**src/rtl/cmp_evt_pkg.sv**
```systemverilog
package cmp_evt_pkg;

    parameter int REG_ADDR_W = 2;
    parameter int CFG_W      = 5;

    typedef enum logic [REG_ADDR_W-1:0] {
        ADR_CTRL  = 2'd0,
        ADR_FORCE = 2'd1,
        ADR_CLEAR = 2'd2,
        ADR_FLAG  = 2'd3
    } reg_addr_e;

    // Per-event configuration; src_sel sits at the least significant bit.
    typedef struct packed {
        logic int_en;
        logic sync_en;
        logic soc_en;
        logic sync_sel;
        logic src_sel;
    } evt_cfg_t;

    // Per-event actions.
    typedef struct packed {
        logic trig;
        logic intr;
        logic soc;
        logic sync;
    } evt_out_t;

    function automatic logic pick_src(input evt_cfg_t c, input logic raw, input logic filt);
        return c.src_sel ? filt : raw;
    endfunction

endpackage

```
**src/rtl/cmp_evt_regs.sv**
```systemverilog
module cmp_evt_regs
    import cmp_evt_pkg::*;
#(
    parameter int NUM_EVT = 2,
    parameter int DATA_W  = 16
) (
    input  logic                   clk,
    input  logic                   rst,
    input  logic                   wr_en,
    input  logic [REG_ADDR_W-1:0]  addr,
    input  logic [DATA_W-1:0]      wdata,
    input  logic [NUM_EVT-1:0]     flags_in,
    output logic [DATA_W-1:0]      rdata,
    output evt_cfg_t [NUM_EVT-1:0] cfg_o,
    output logic [NUM_EVT-1:0]     frc_pulse,
    output logic [NUM_EVT-1:0]     clr_strobe
);

    localparam int CTRL_W = NUM_EVT * CFG_W;

    logic [CTRL_W-1:0]  ctrl_q;
    logic [NUM_EVT-1:0] frc_q;
    logic               wr_ctrl, wr_force, wr_clear;
    logic               unused_wdata;

    assign unused_wdata = ^wdata;

    assign wr_ctrl  = wr_en && (addr == ADR_CTRL);
    assign wr_force = wr_en && (addr == ADR_FORCE);
    assign wr_clear = wr_en && (addr == ADR_CLEAR);

    always_ff @(posedge clk) begin
        if (rst) begin
            ctrl_q <= '0;
            frc_q  <= '0;
        end else begin
            if (wr_ctrl) begin
                ctrl_q <= wdata[CTRL_W-1:0];
            end
            frc_q <= wr_force ? wdata[NUM_EVT-1:0] : '0;
        end
    end

    assign frc_pulse  = frc_q;
    assign clr_strobe = wr_clear ? wdata[NUM_EVT-1:0] : '0;

    for (genvar i = 0; i < NUM_EVT; i++) begin : g_cfg
        assign cfg_o[i] = evt_cfg_t'(ctrl_q[i*CFG_W +: CFG_W]);
    end

    always_comb begin
        case (addr)
            ADR_CTRL: rdata = DATA_W'(ctrl_q);
            ADR_FLAG: rdata = DATA_W'(flags_in);
            default:  rdata = '0;
        endcase
    end


    strobe_regs_read_zero_chk: assert property (@(posedge clk) disable iff (rst)
        (addr == ADR_FORCE || addr == ADR_CLEAR) |-> (rdata == '0));


    force_one_cycle_chk: assert property (@(posedge clk) disable iff (rst)
        ((frc_q != '0) && !wr_force) |=> (frc_q == '0));

endmodule

```
**src/rtl/cmp_evt_sync.sv**
```systemverilog
module cmp_evt_sync #(
    parameter int STAGES = 2
) (
    input  logic clk,
    input  logic rst,
    input  logic d_in,
    output logic q_out
);

    logic [STAGES-1:0] sh;

    always_ff @(posedge clk) begin
        if (rst) begin
            sh <= '0;
        end else begin
            sh <= {sh[STAGES-2:0], d_in};
        end
    end

    assign q_out = sh[STAGES-1];

    if (STAGES == 2) begin : g_lat_chk
        logic [1:0] age;
        always_ff @(posedge clk) begin
            if (rst) begin
                age <= '0;
            end else if (age != 2'd2) begin
                age <= age + 2'd1;
            end
        end


        sync_latency_chk: assert property (@(posedge clk) disable iff (rst)
            (age == 2'd2) |-> (q_out == $past(d_in, 2)));
    end

endmodule

```
**src/rtl/cmp_evt_path.sv**
```systemverilog
module cmp_evt_path
    import cmp_evt_pkg::*;
#(
    parameter int SYNC_STAGES = 2
) (
    input  logic     clk,
    input  logic     rst,
    input  logic     raw_in,
    input  logic     filt_in,
    input  logic     frc_in,
    input  logic     clr_in,
    input  evt_cfg_t cfg_in,
    output evt_out_t out_o,
    output logic     flag_o
);

    logic combined, synced, evt, flag_q;

    assign combined = pick_src(cfg_in, raw_in, filt_in) | frc_in;

    cmp_evt_sync #(.STAGES(SYNC_STAGES)) u_sync (
        .clk   (clk),
        .rst   (rst),
        .d_in  (combined),
        .q_out (synced)
    );

    assign evt = cfg_in.sync_sel ? synced : combined;

    always_ff @(posedge clk) begin
        if (rst) begin
            flag_q <= 1'b0;
        end else if (evt) begin
            flag_q <= 1'b1;
        end else if (clr_in) begin
            flag_q <= 1'b0;
        end
    end

    always_comb begin
        out_o.trig = evt;
        out_o.intr = flag_q & cfg_in.int_en;
        out_o.soc  = evt & cfg_in.soc_en;
        out_o.sync = evt & cfg_in.sync_en;
    end

    assign flag_o = flag_q;


    flag_sticky_chk: assert property (@(posedge clk) disable iff (rst)
        (flag_q && !clr_in) |=> flag_q);


    set_beats_clear_chk: assert property (@(posedge clk) disable iff (rst)
        (out_o.trig && clr_in) |=> flag_q);


    int_after_event_chk: assert property (@(posedge clk) disable iff (rst)
        (out_o.trig && cfg_in.int_en) |=> (out_o.intr || !$stable(cfg_in)));


    soc_needs_event_chk: assert property (@(posedge clk) disable iff (rst)
        out_o.soc |-> out_o.trig);


    sync_needs_event_chk: assert property (@(posedge clk) disable iff (rst)
        out_o.sync |-> out_o.trig);

endmodule

```
**src/rtl/cmp_evt_trigger.sv**
```systemverilog
module cmp_evt_trigger
    import cmp_evt_pkg::*;
#(
    parameter int NUM_EVT     = 2,
    parameter int DATA_W      = 16,
    parameter int SYNC_STAGES = 2
) (
    input  logic                  clk,
    input  logic                  rst,
    input  logic                  reg_wr,
    input  logic [REG_ADDR_W-1:0] reg_addr,
    input  logic [DATA_W-1:0]     reg_wdata,
    output logic [DATA_W-1:0]     reg_rdata,
    input  logic [NUM_EVT-1:0]    raw_evt,
    input  logic [NUM_EVT-1:0]    filt_evt,
    output logic [NUM_EVT-1:0]    evt_force,
    output logic [NUM_EVT-1:0]    evt_int,
    output logic [NUM_EVT-1:0]    evt_soc,
    output logic [NUM_EVT-1:0]    evt_sync
);

    evt_cfg_t [NUM_EVT-1:0] cfg;
    logic [NUM_EVT-1:0]     frc_pulse;
    logic [NUM_EVT-1:0]     clr_strobe;
    logic [NUM_EVT-1:0]     flags;

    cmp_evt_regs #(.NUM_EVT(NUM_EVT), .DATA_W(DATA_W)) u_regs (
        .clk        (clk),
        .rst        (rst),
        .wr_en      (reg_wr),
        .addr       (reg_addr),
        .wdata      (reg_wdata),
        .flags_in   (flags),
        .rdata      (reg_rdata),
        .cfg_o      (cfg),
        .frc_pulse  (frc_pulse),
        .clr_strobe (clr_strobe)
    );

    for (genvar i = 0; i < NUM_EVT; i++) begin : g_evt
        evt_out_t o;

        cmp_evt_path #(.SYNC_STAGES(SYNC_STAGES)) u_path (
            .clk     (clk),
            .rst     (rst),
            .raw_in  (raw_evt[i]),
            .filt_in (filt_evt[i]),
            .frc_in  (frc_pulse[i]),
            .clr_in  (clr_strobe[i]),
            .cfg_in  (cfg[i]),
            .out_o   (o),
            .flag_o  (flags[i])
        );

        assign evt_force[i] = o.trig;
        assign evt_int[i]   = o.intr;
        assign evt_soc[i]   = o.soc;
        assign evt_sync[i]  = o.sync;
    end


    quiet_after_reset_chk: assert property (@(posedge clk)
        $fell(rst) |-> (evt_int == '0));

endmodule

```
**config.mk**
```make
export PLATFORM = sky130hd
export DESIGN_NAME = cmp_evt_trigger
export DESIGN_NICKNAME = d
export VERILOG_FILES = /design/src/rtl/cmp_evt_pkg.sv /design/src/rtl/cmp_evt_regs.sv /design/src/rtl/cmp_evt_sync.sv /design/src/rtl/cmp_evt_path.sv /design/src/rtl/cmp_evt_trigger.sv
export SDC_FILE = /design/constraint.sdc
export NUM_CORES = 1
export LEC_CHECK = 0
export BUFFER_PORTS_ARGS = -buffer_cell sky130_fd_sc_hd__buf_2
export CORE_AREA = 10 10 58 60
export DETAILED_ROUTE_END_ITERATION = 6
export DIE_AREA = 0 0 68 70
export GPL_ROUTABILITY_DRIVEN = 1
export GPL_TIMING_DRIVEN = 0
export PLACE_DENSITY_LB_ADDON = 0.2
export SYNTH_ARGS = -nofsm -noshare
export SYNTH_HDL_FRONTEND = slang
export SYNTH_HIERARCHICAL = 1
export SYNTH_SLANG_ARGS = --single-unit
export TNS_END_PERCENT = 30
```
**constraint.sdc**
```tcl
create_clock -name clk -period 2.24 [get_ports clk]
set_clock_uncertainty 0.2 [all_clocks]
set_input_delay 0.336 -clock clk [delete_from_list [all_inputs] [get_ports clk]]
set_output_delay 0.336 -clock clk [all_outputs]
set_load 0.02 [all_outputs]
```
==> results of run 1 <==
cells by family (layout without fill, tap and decap cells):
group                      count (synthesis)  count (layout)  synth area share, %
adders and majority gates                  4               4                4.902
other                                      1               6               0.3673
AOI/OAI and AO/OA                         26              26                22.06
buffers and inverters                     16              56                10.66
DFF                                       18              18                35.29
and+or+nand+nor                           42              42                24.75
muxes                                      2               2                1.961
per-layer routing:
layer	up-vias	GRT usage (%)	part of all wire, %
li1	445	-	-
met5	-	0	0
met3	2	2.871	9.8
met4	0	2.685	0.33
met1	382	12.28	43
met2	31	16.25	46
power by group through the flow:
stage	registers (mW)	clock network (mW)	logic [mW]
6_report	0.341	0.193	0.133
5_1_grt	0.343	0.219	0.146
4_1_cts	0.341	0.200	0.133
3_5_place_dp	0.349	0	0.133
3_3_place_gp	0.348	0	0.130
2_1_floorplan	0.346	0	0.0911
per-stage QoR:
stage	util, %	area [sq um]	std cells	hold WS, ns
6_report	55.24	1294	184	0.09149
3_5_place_dp	53.69	1257	180	0.2287
3_3_place_gp	53.69	1257	180	0.2194
4_1_cts	55.24	1294	184	0.08642
5_1_grt	55.24	1294	184	0.09268
2_1_floorplan	-	1040	114	0.2076
registers in the layout, indices dropped and copies added, names as in the netlist:
name	cells
u_regs/frc_pulse	2
g_evt.u_path/flag_o	2
u_regs/cfg_o	10
g_evt.u_path/u_sync/sh	4
final cells by class:
type	count	share of cell area, %
clock buffers	4	2.805
repair buffers	36	13.93
multi-input cells	80	44.10
well taps	30	2.901
inverters	2	0.5803
flip-flops and latches	18	27.85
plain buffers	14	7.834
worst max-delay path, cell delays in order (launching register included):
cell	delay, ns
dfxtp_1	0.38
mux2i_1	0.28
a21oi_2	0.13
and2_1	0.17
buf_2	0.15
how the worst min path moves through the flow:
stage | startpoint | end | slack, ns | cells after the start
after floorplan | rst | g_evt[0].u_path/u_sync/sh[0] | 0.21 | 1
after global placement | g_evt[0].u_path/u_sync/sh[0] | g_evt[0].u_path/u_sync/sh[1] | 0.22 | 1
after detailed placement | g_evt[1].u_path/u_sync/sh[0] | g_evt[1].u_path/u_sync/sh[1] | 0.23 | 1
after CTS | reg_wdata[2] | u_regs/cfg_o[2] | 0.09 | 3
after global routing | reg_wdata[7] | u_regs/cfg_o[7] | 0.09 | 3
final | reg_wdata[2] | u_regs/cfg_o[2] | 0.09 | 3
cell usage in the layout (no fill, tap or decap):
cell | Yosys | final
buf_6 | 2 | 2
clkbuf_4 | 0 | 3
a22oi_1 | 2 | 2
buf_2 | 3 | 39
dfxtp_1 | 18 | 18
clkbuf_8 | 0 | 1
inv_1 | 2 | 2
buf_4 | 8 | 8
and4b_2 | 2 | 2
a21oi_1 | 4 | 4
o21ba_1 | 2 | 2
and3_2 | 2 | 2
nor2b_1 | 8 | 8
clkbuf_1 | 1 | 1
nand2b_1 | 2 | 2
mux2i_1 | 2 | 2
nor2_1 | 4 | 4
a21bo_1 | 6 | 6
a21bo_2 | 4 | 4
ha_1 | 4 | 4
and2_1 | 14 | 14
conb_1 | 1 | 6
a21oi_2 | 8 | 8
nand3_1 | 10 | 10
==> flow_summary.toml, run 1 <==
[run_status]
status = "finished clean"

[worst_setup_path]
worstPathArrival_ns = 1.39
worstRegToRegCells = 3
crit_path_end_kind = "output port"
r2r-start = "u_regs/cfg_o[5]"
r2r_slack_ns = 0.95
crit_type = "register to output port"
critPathLaunchType = "register"
critPathRequiredTime_ns = 1.70
r2r-end = "g_evt[1].u_path/flag_o"
crit_end = "evt_sync[1]"
crit_fanout = 4
setup.worst_path.start = "u_regs/cfg_o[5]"

[sta]
min_period_ns = 1.926
finalMaxSlewViolations = 0
fin_setup_tns_ns = 0
clock.fmax_mhz = 519.2
hold_viol_final = 0
fin_crit_sh_pct = 85.99
setup_viol = 0
rsz0062_at_grt = "false"
finalWorstSetupSlack_ns = 0.3139

[clocking]
htree_levels = 1
clock_sinks = 18
cts_buffers = 3
ctsRootBufferMaster = "clkbuf_4"
cts_tree = "done"
path_clk_slew_ns = 0.10
cts_setup_buffers = 0
clock_path_buffers = 2
post_cts_resized = 0
holdBufCountCts = 0
clkLatencyLatePin_ns = 0.28

[place]
dp_hpwl_um = 1931
pre_cts_ws_ns = 0.3453
io_buffers = 36
routabilityCongestion = 0.7694

[layout]
num-fill-cells = 253
diodes = 0
drive_gt1_share_pct = 44.81
nets = 184
seqCellArea_sq_um = 360.3
area_growth_pct = 26.72
multi_input_area_sq_um = 570.5

[synthesis]
synthTopCellsByCount = "18 x dfxtp_1, 14 x and2_1, 10 x nand3_1"
synth_seq_cells = 18
ys_seq_area_share_pct = 35.29
ys.warnings.count = 6
synth_area_per_cell_sq_um = 9.367
postSynthCellCount = 109
netlist-cell-type-count = 22
synth_area_sq_um = 1021
synth_most_common_cell = "dfxtp_1"
synth_edf_count = 0
synth_ff_type = "dfxtp_1"
synthTopCellsByArea = "dfxtp_1 35%, and2_1 8.6%, a21oi_2 6.9%"
synth_top_area_cell = "dfxtp_1"
async_flop_share_pct = 0
synth_top_area_share_pct = 35.29

[pwr]
p_sw_uw = 174.2
total_power_uw = 667.0
pwr-share-comb_pct = 19.9
p_int_uw = 492.8
powerDensity_nw_per_um2 = 515.6
ir_drop_mv = 0.4665
p_clk_share_pct = 29.0
seqPwrFrac_pct = 51.1
leakage_nw = 0.6482
p_sw_share_pct = 26.12

[route]
drc_errors = 0
first_pass_iters = 4
drt-vias-per-instance = 4.674
postRouteAntennaNets = 0
avgRoutedWirePerCell_um = 13.10
drt_wl_total_um = 2411
num_vias = 860
drt_iter0_markers = 18

[hold_path]
hold_class = "input port to register"

[floorplanning]
die-area_sq_um = 4760
core_sq_um = 2342
ios = 49
die_w_um = 68
start_util_pct = 43.59
row_count = 18
fp.dieH_um = 70

[global_routing]
grt_usage_pct = 10.00
antenna_found_initial = 0
first_global_vias = 836
grt_remaining_overflow = 0
grt_pass1_wl_um = 3898
grt_max_degree = 11

[run]
max_cap_viol_count = 0
(Power assumes the default switching activity.)
==> inputs of run 2 (changes only) <==
--- a/config.mk
+++ b/config.mk
@@ -6,14 +6,13 @@
 export NUM_CORES = 1
 export LEC_CHECK = 0
 export BUFFER_PORTS_ARGS = -buffer_cell sky130_fd_sc_hd__buf_2
-export CORE_AREA = 10 10 58 60
+export CORE_AREA = 10 10 56 58
 export DETAILED_ROUTE_END_ITERATION = 6
-export DIE_AREA = 0 0 68 70
+export DIE_AREA = 0 0 66 68
 export GPL_ROUTABILITY_DRIVEN = 1
 export GPL_TIMING_DRIVEN = 0
 export PLACE_DENSITY_LB_ADDON = 0.2
 export SYNTH_ARGS = -nofsm -noshare
 export SYNTH_HDL_FRONTEND = slang
-export SYNTH_HIERARCHICAL = 1
 export SYNTH_SLANG_ARGS = --single-unit
 export TNS_END_PERCENT = 30
==> flow_summary.toml, run 2 <==
[worst_setup_path]
crit_path_end_kind = "output port"
cp_cell_sequence = "mux2_4 -> o31a_1 -> and2_1 -> buf_2"
r2r-start = "u_regs.cfg_o[0]"
critPathRequiredTime_ns = 1.70
crit_type = "register to output port"
max_stage_delay_ns = 0.39
cp_num_buf_inv = 1
crit_fanout = 4
critPathTopFamily = "flip-flops"
worstPathArrival_ns = 1.63
critPathLaunchType = "register"
setup.worst_path.start = "u_regs.cfg_o[0]"
slowest_stage = "dfxtp_1"

[floorplanning]
ios = 49
die-area_sq_um = 4488
core_sq_um = 2106
die_w_um = 66
row_count = 17
start_util_pct = 42.31
fp.dieH_um = 68

[global_routing]
grt_max_degree = 11
grt_pass1_wl_um = 3643
first_global_vias = 842
antenna_found_initial = 0
grt_usage_pct = 10.23
grt_remaining_overflow = 0

[place]
dp_hpwl_um = 1789
io_buffers = 35
place_inst = 175
routabilityCongestion = 0.7386

[clocking]
htree_levels = 1
ctsRootBufferMaster = "clkbuf_4"
holdBufCountCts = 0
post_cts_resized = 0
clkLatencyLatePin_ns = 0.29
cts_setup_buffers = 0
cts_tree = "done"
path_clk_slew_ns = 0.10
clock_path_buffers = 2
cts_buffers = 3
clock_sinks = 18

[synthesis]
synthTopCellsByCount = "21 x nand2_1, 18 x dfxtp_1, 15 x and2_1"
synth_edf_count = 0
synth_area_sq_um = 890.9
netlist-cell-type-count = 19
synth_top_area_share_pct = 40.45
synth_area_per_cell_sq_um = 8.326
synth_most_common_cell = "nand2_1"
async_flop_share_pct = 0
synth_top_area_cell = "dfxtp_1"
ys.warnings.count = 0
postSynthCellCount = 107
synth_seq_cells = 18
synth_ff_type = "dfxtp_1"
synthTopCellsByArea = "dfxtp_1 40%, and2_1 11%, nand2_1 8.8%"
ys_seq_area_share_pct = 40.45

[sta]
finalMaxSlewViolations = 0
min_period_ns = 2.170
clock.fmax_mhz = 460.9
rsz0062_at_grt = "false"
hold_viol_final = 0
fin_setup_tns_ns = 0
fin_crit_sh_pct = 96.86
setup_viol = 0

[run]
max_cap_viol_count = 0

[route]
num_vias = 806
drt-vias-per-instance = 4.528
met1Wirelength_um = 887
first_pass_iters = 4
drc_errors = 0
highest_layer = "met4"
wl_met2_um = 1175
postRouteAntennaNets = 0
met3WireLength_um = 152
drt_wl_total_um = 2227
avgRoutedWirePerCell_um = 12.51
drt_iter0_markers = 23

[layout]
nets = 181
final_common_cell = "buf_2"
area_growth_pct = 28.23
diodes = 0
instances_no_fill = 178
mostFrequentLayoutCells = "36 x buf_2, 21 x nand2_1, 18 x dfxtp_1"
largest_register_ffs = 10
drive_gt1_share_pct = 32.67

[run_status]
status = "finished clean"

[pwr]
powerDensity_nw_per_um2 = 539.1
ir_drop_mv = 0.3331
leakage_nw = 0.5883

[hold_path]
hold_class = "input port to register"
worstHoldStart = "reg_wdata[2]"
## run 2: changes by cell type after synthesis, sizes merged, moves of 2 or more
| cell | delta |
|---|---|
| mux2i | -2 |
| mux2 | +2 |
| a31oi | +2 |
| inv | +2 |
| clkbuf | +2 |
| a21bo | -10 |
| buf | -4 |
| o31a | +2 |
| and3 | -2 |
| nand3 | -10 |
| nor2 | +2 |
| nand2 | +21 |
| a21oi | -2 |
| nor2b | -6 |
## run 2: logic make-up after synthesis
| logic type | Yosys count | synth area share (%) |
|---|---|---|
| AOI/OAI and AO/OA | 18 | 12.92 |
| DFF | 18 | 40.45 |
| and+or+nand+nor | 48 | 26.97 |
| muxes | 2 | 3.371 |
| other | 1 | 0.4209 |
| adders and majority gates | 4 | 5.618 |
| buffers and inverters | 16 | 10.25 |
## run 2: metal layers
metal,vias up,global-route usage (%)
met3,2,3.752
met2,20,18.72
met1,365,10.20
met4,0,4.712
met5,-,0
li1,419,-
## run 2: worst min-delay path: cells and delay by family
| kind | cells | cell delay, ns |
|---|---|---|
| compound gates | 1 | 0.05 |
| buf+inv | 1 | 0.09 |
| simple gates | 1 | 0.04 |
## run 2: per-stage QoR
stage	util (%)	cell area, sq um	hold slack [ns]	worst slack [ns]	power, mW
floorplan	-	909.6	0.2138	0.5320	0.4234
global placement	53.18	1120	0.2238	0.2718	0.4598
detailed placement	53.18	1120	0.2280	0.2594	0.4624
CTS	54.25	1142	0.06208	0.06359	0.6219
global route	54.25	1142	0.07623	0.01287	0.6430
finish	54.25	1142	0.06864	0.07030	0.6158
## run 2: area by class of cell
| class | count | area [sq um] |
|---|---|---|
| flip-flops and latches | 18 | 360.3 |
| repair buffers | 35 | 175.2 |
| inverters | 4 | 15.01 |
| plain buffers | 12 | 76.32 |
| well taps | 28 | 35.03 |
| fillers | 223 | 963.4 |
| multi-input cells | 78 | 457.9 |
| clock buffers | 3 | 22.52 |
## run 2: where the power goes
group / switching (mW) / leakage (nW) / internal, mW
sequential: 0.00814 / 0.147 / 0.334
clock: 0.0989 / 0.0138 / 0.0625
combinational: 0.0614 / 0.427 / 0.0511
## run 2: final timing paths
| path | endpoint | slack, ns | cells past startpoint |
|---|---|---|---|
| max | evt_soc[0] | 0.07 | 4 |
| min | u_regs.cfg_o[2] | 0.07 | 3 |
| max reg2reg | g_evt[0].u_path.flag_o | 0.74 | 3 |
| min reg2reg | g_evt[1].u_path.u_sync.sh[1] | 0.25 | 1 |
==> inputs of run 3 (changes only) <==
--- a/config.mk
+++ b/config.mk
@@ -6,9 +6,10 @@
 export NUM_CORES = 1
 export LEC_CHECK = 0
 export BUFFER_PORTS_ARGS = -buffer_cell sky130_fd_sc_hd__buf_2
-export CORE_AREA = 10 10 56 58
+export CORE_AREA = 10 10 55 57
+export CTS_BUF_LIST = sky130_fd_sc_hd__clkbuf_4 sky130_fd_sc_hd__clkbuf_8
 export DETAILED_ROUTE_END_ITERATION = 6
-export DIE_AREA = 0 0 66 68
+export DIE_AREA = 0 0 65 67
 export GPL_ROUTABILITY_DRIVEN = 1
 export GPL_TIMING_DRIVEN = 0
 export PLACE_DENSITY_LB_ADDON = 0.2
==> flow_summary.toml, run 3 (synthesis results as in run 2) <==
[run_status]
status = "finished clean"

[layout]
nets = 181
mostFrequentLayoutCells = "36 x buf_2, 21 x nand2_1, 17 x dfxtp_1"
area_growth_pct = 29.78
final_common_cell = "buf_2"
drive_gt1_share_pct = 33.77
num-fill-cells = 195
utilization_pct = 59.54
diodes = 0
largest_register_ffs = 10
stdcell_area_sq_um = 1156
instances_no_fill = 178

[worst_setup_path]
crit_fanout = 4
cp_cell_sequence = "mux2_4 -> o31a_1 -> and2_1 -> buf_2"
critPathRequiredTime_ns = 1.70
r2r-start = "u_regs.cfg_o[5]"
slowest_stage = "dfxtp_1"
worstPathArrival_ns = 1.59
max_stage_delay_ns = 0.38
setup.worst_path.start = "u_regs.cfg_o[5]"
crit_path_end_kind = "output port"
worstRegToRegCells = 3
critPathLaunchType = "register"
crit_type = "register to output port"

[route]
drt-vias-per-instance = 4.534
drc_errors = 0
drt_iter0_markers = 10
num_vias = 807
postRouteAntennaNets = 0
drt_wl_total_um = 2250
avgRoutedWirePerCell_um = 12.64
first_pass_iters = 4

[floorplanning]
fp.dieH_um = 67
core_sq_um = 1942
start_util_pct = 45.88
ios = 49
row_count = 16
die_w_um = 65
die-area_sq_um = 4355

[global_routing]
grt_pass1_wl_um = 3670
grt_max_degree = 11
antenna_found_initial = 0
first_global_vias = 841
grt_usage_pct = 10.61
grt_remaining_overflow = 0

[hold_path]
worstHoldStart = "reg_wdata[2]"
whs_path_depth = 3
hold_class = "input port to register"

[sta]
rsz0062_at_grt = "false"
fin_setup_tns_ns = 0
fin_crit_sh_pct = 94.75
clock.fmax_mhz = 471.2
finalMaxSlewViolations = 0
hold_viol_final = 0
min_period_ns = 2.122
finalWorstSetupSlack_ns = 0.1176
holdWs_ns = 0.07348
setup_viol = 0

[clocking]
clkLatencyLatePin_ns = 0.28
ctsRootBufferMaster = "clkbuf_4"
cts_buffers = 3
path_clk_slew_ns = 0.10
clock_sinks = 18
cts_setup_buffers = 0
clock_path_buffers = 2
htree_levels = 1
cts_tree = "done"

[place]
routabilityCongestion = 0.7883
place_inst = 174
io_buffers = 35
pre_cts_ws_ns = 0.2354
place_area_sq_um = 1119
dp_hpwl_um = 1768

[pwr]
ir_drop_mv = 0.2740
pwr-share-comb_pct = 17.3
p_int_uw = 483.9
seqPwrFrac_pct = 52.4
p_sw_share_pct = 25.82
p_sw_uw = 168.4
p_clk_share_pct = 30.3
total_power_uw = 652.3
powerDensity_nw_per_um2 = 564.2
leakage_nw = 0.5960

[run]
max_cap_viol_count = 0
==> run 3: cell count changes in the layout (fill, tap and decap cells not counted) <==
cell and delta:
clkbuf_8 +1, dfxtp_1 -1, dfxtp_2 +1
==> run 3: power groups by stage <==
stage	clock network (mW)	registers [mW]	logic, mW
after floorplan	0	0.346	0.0769
after global placement	0	0.349	0.110
after detailed placement	0	0.349	0.112
after CTS	0.203	0.342	0.113
after global routing	0.220	0.344	0.126
final	0.198	0.342	0.113
==> run 3: path summary, 6_finish.rpt <==
check,endpoint,slack [ns]
max,evt_sync[1],0.12
min,u_regs.cfg_o[2],0.07
max reg2reg,g_evt[1].u_path.flag_o,0.78
min reg2reg,g_evt[1].u_path.u_sync.sh[1],0.26
==> run 3: layout make-up <==
cell class | instances | area, sq um | share of cell area, %
multi-input combinational | 78 | 457.9 | 39.61
timing repair buffer | 35 | 175.2 | 15.15
buffer | 12 | 76.32 | 6.602
inverter | 4 | 15.01 | 1.299
tap | 27 | 33.78 | 2.922
sequential | 18 | 361.6 | 31.28
clock buffer | 4 | 36.28 | 3.139
==> run 3: worst max-delay path, delay by kind of cell (launching register included) <==
family,cells,cell delay (ns)
flops,1,0.38
mux,1,0.32
simple gates,1,0.17
buf+inv,1,0.15
compound gates,1,0.29
==> run 3: metal layers <==
| layer | up-vias | global-route usage (%) | wire length [um] |
|---|---|---|---|
| met5 | - | 0 | 0 |
| met4 | 0 | 6.150 | 23 |
| met3 | 2 | 3.512 | 134 |
| met2 | 22 | 19.70 | 1210 |
| met1 | 362 | 10.04 | 881 |
| li1 | 421 | - | - |
==> run 3: what timing repair did <==
item	CTS	global route
hold buffers	0	0
resized for setup	0	1
endpoints found under the setup margin	0	1
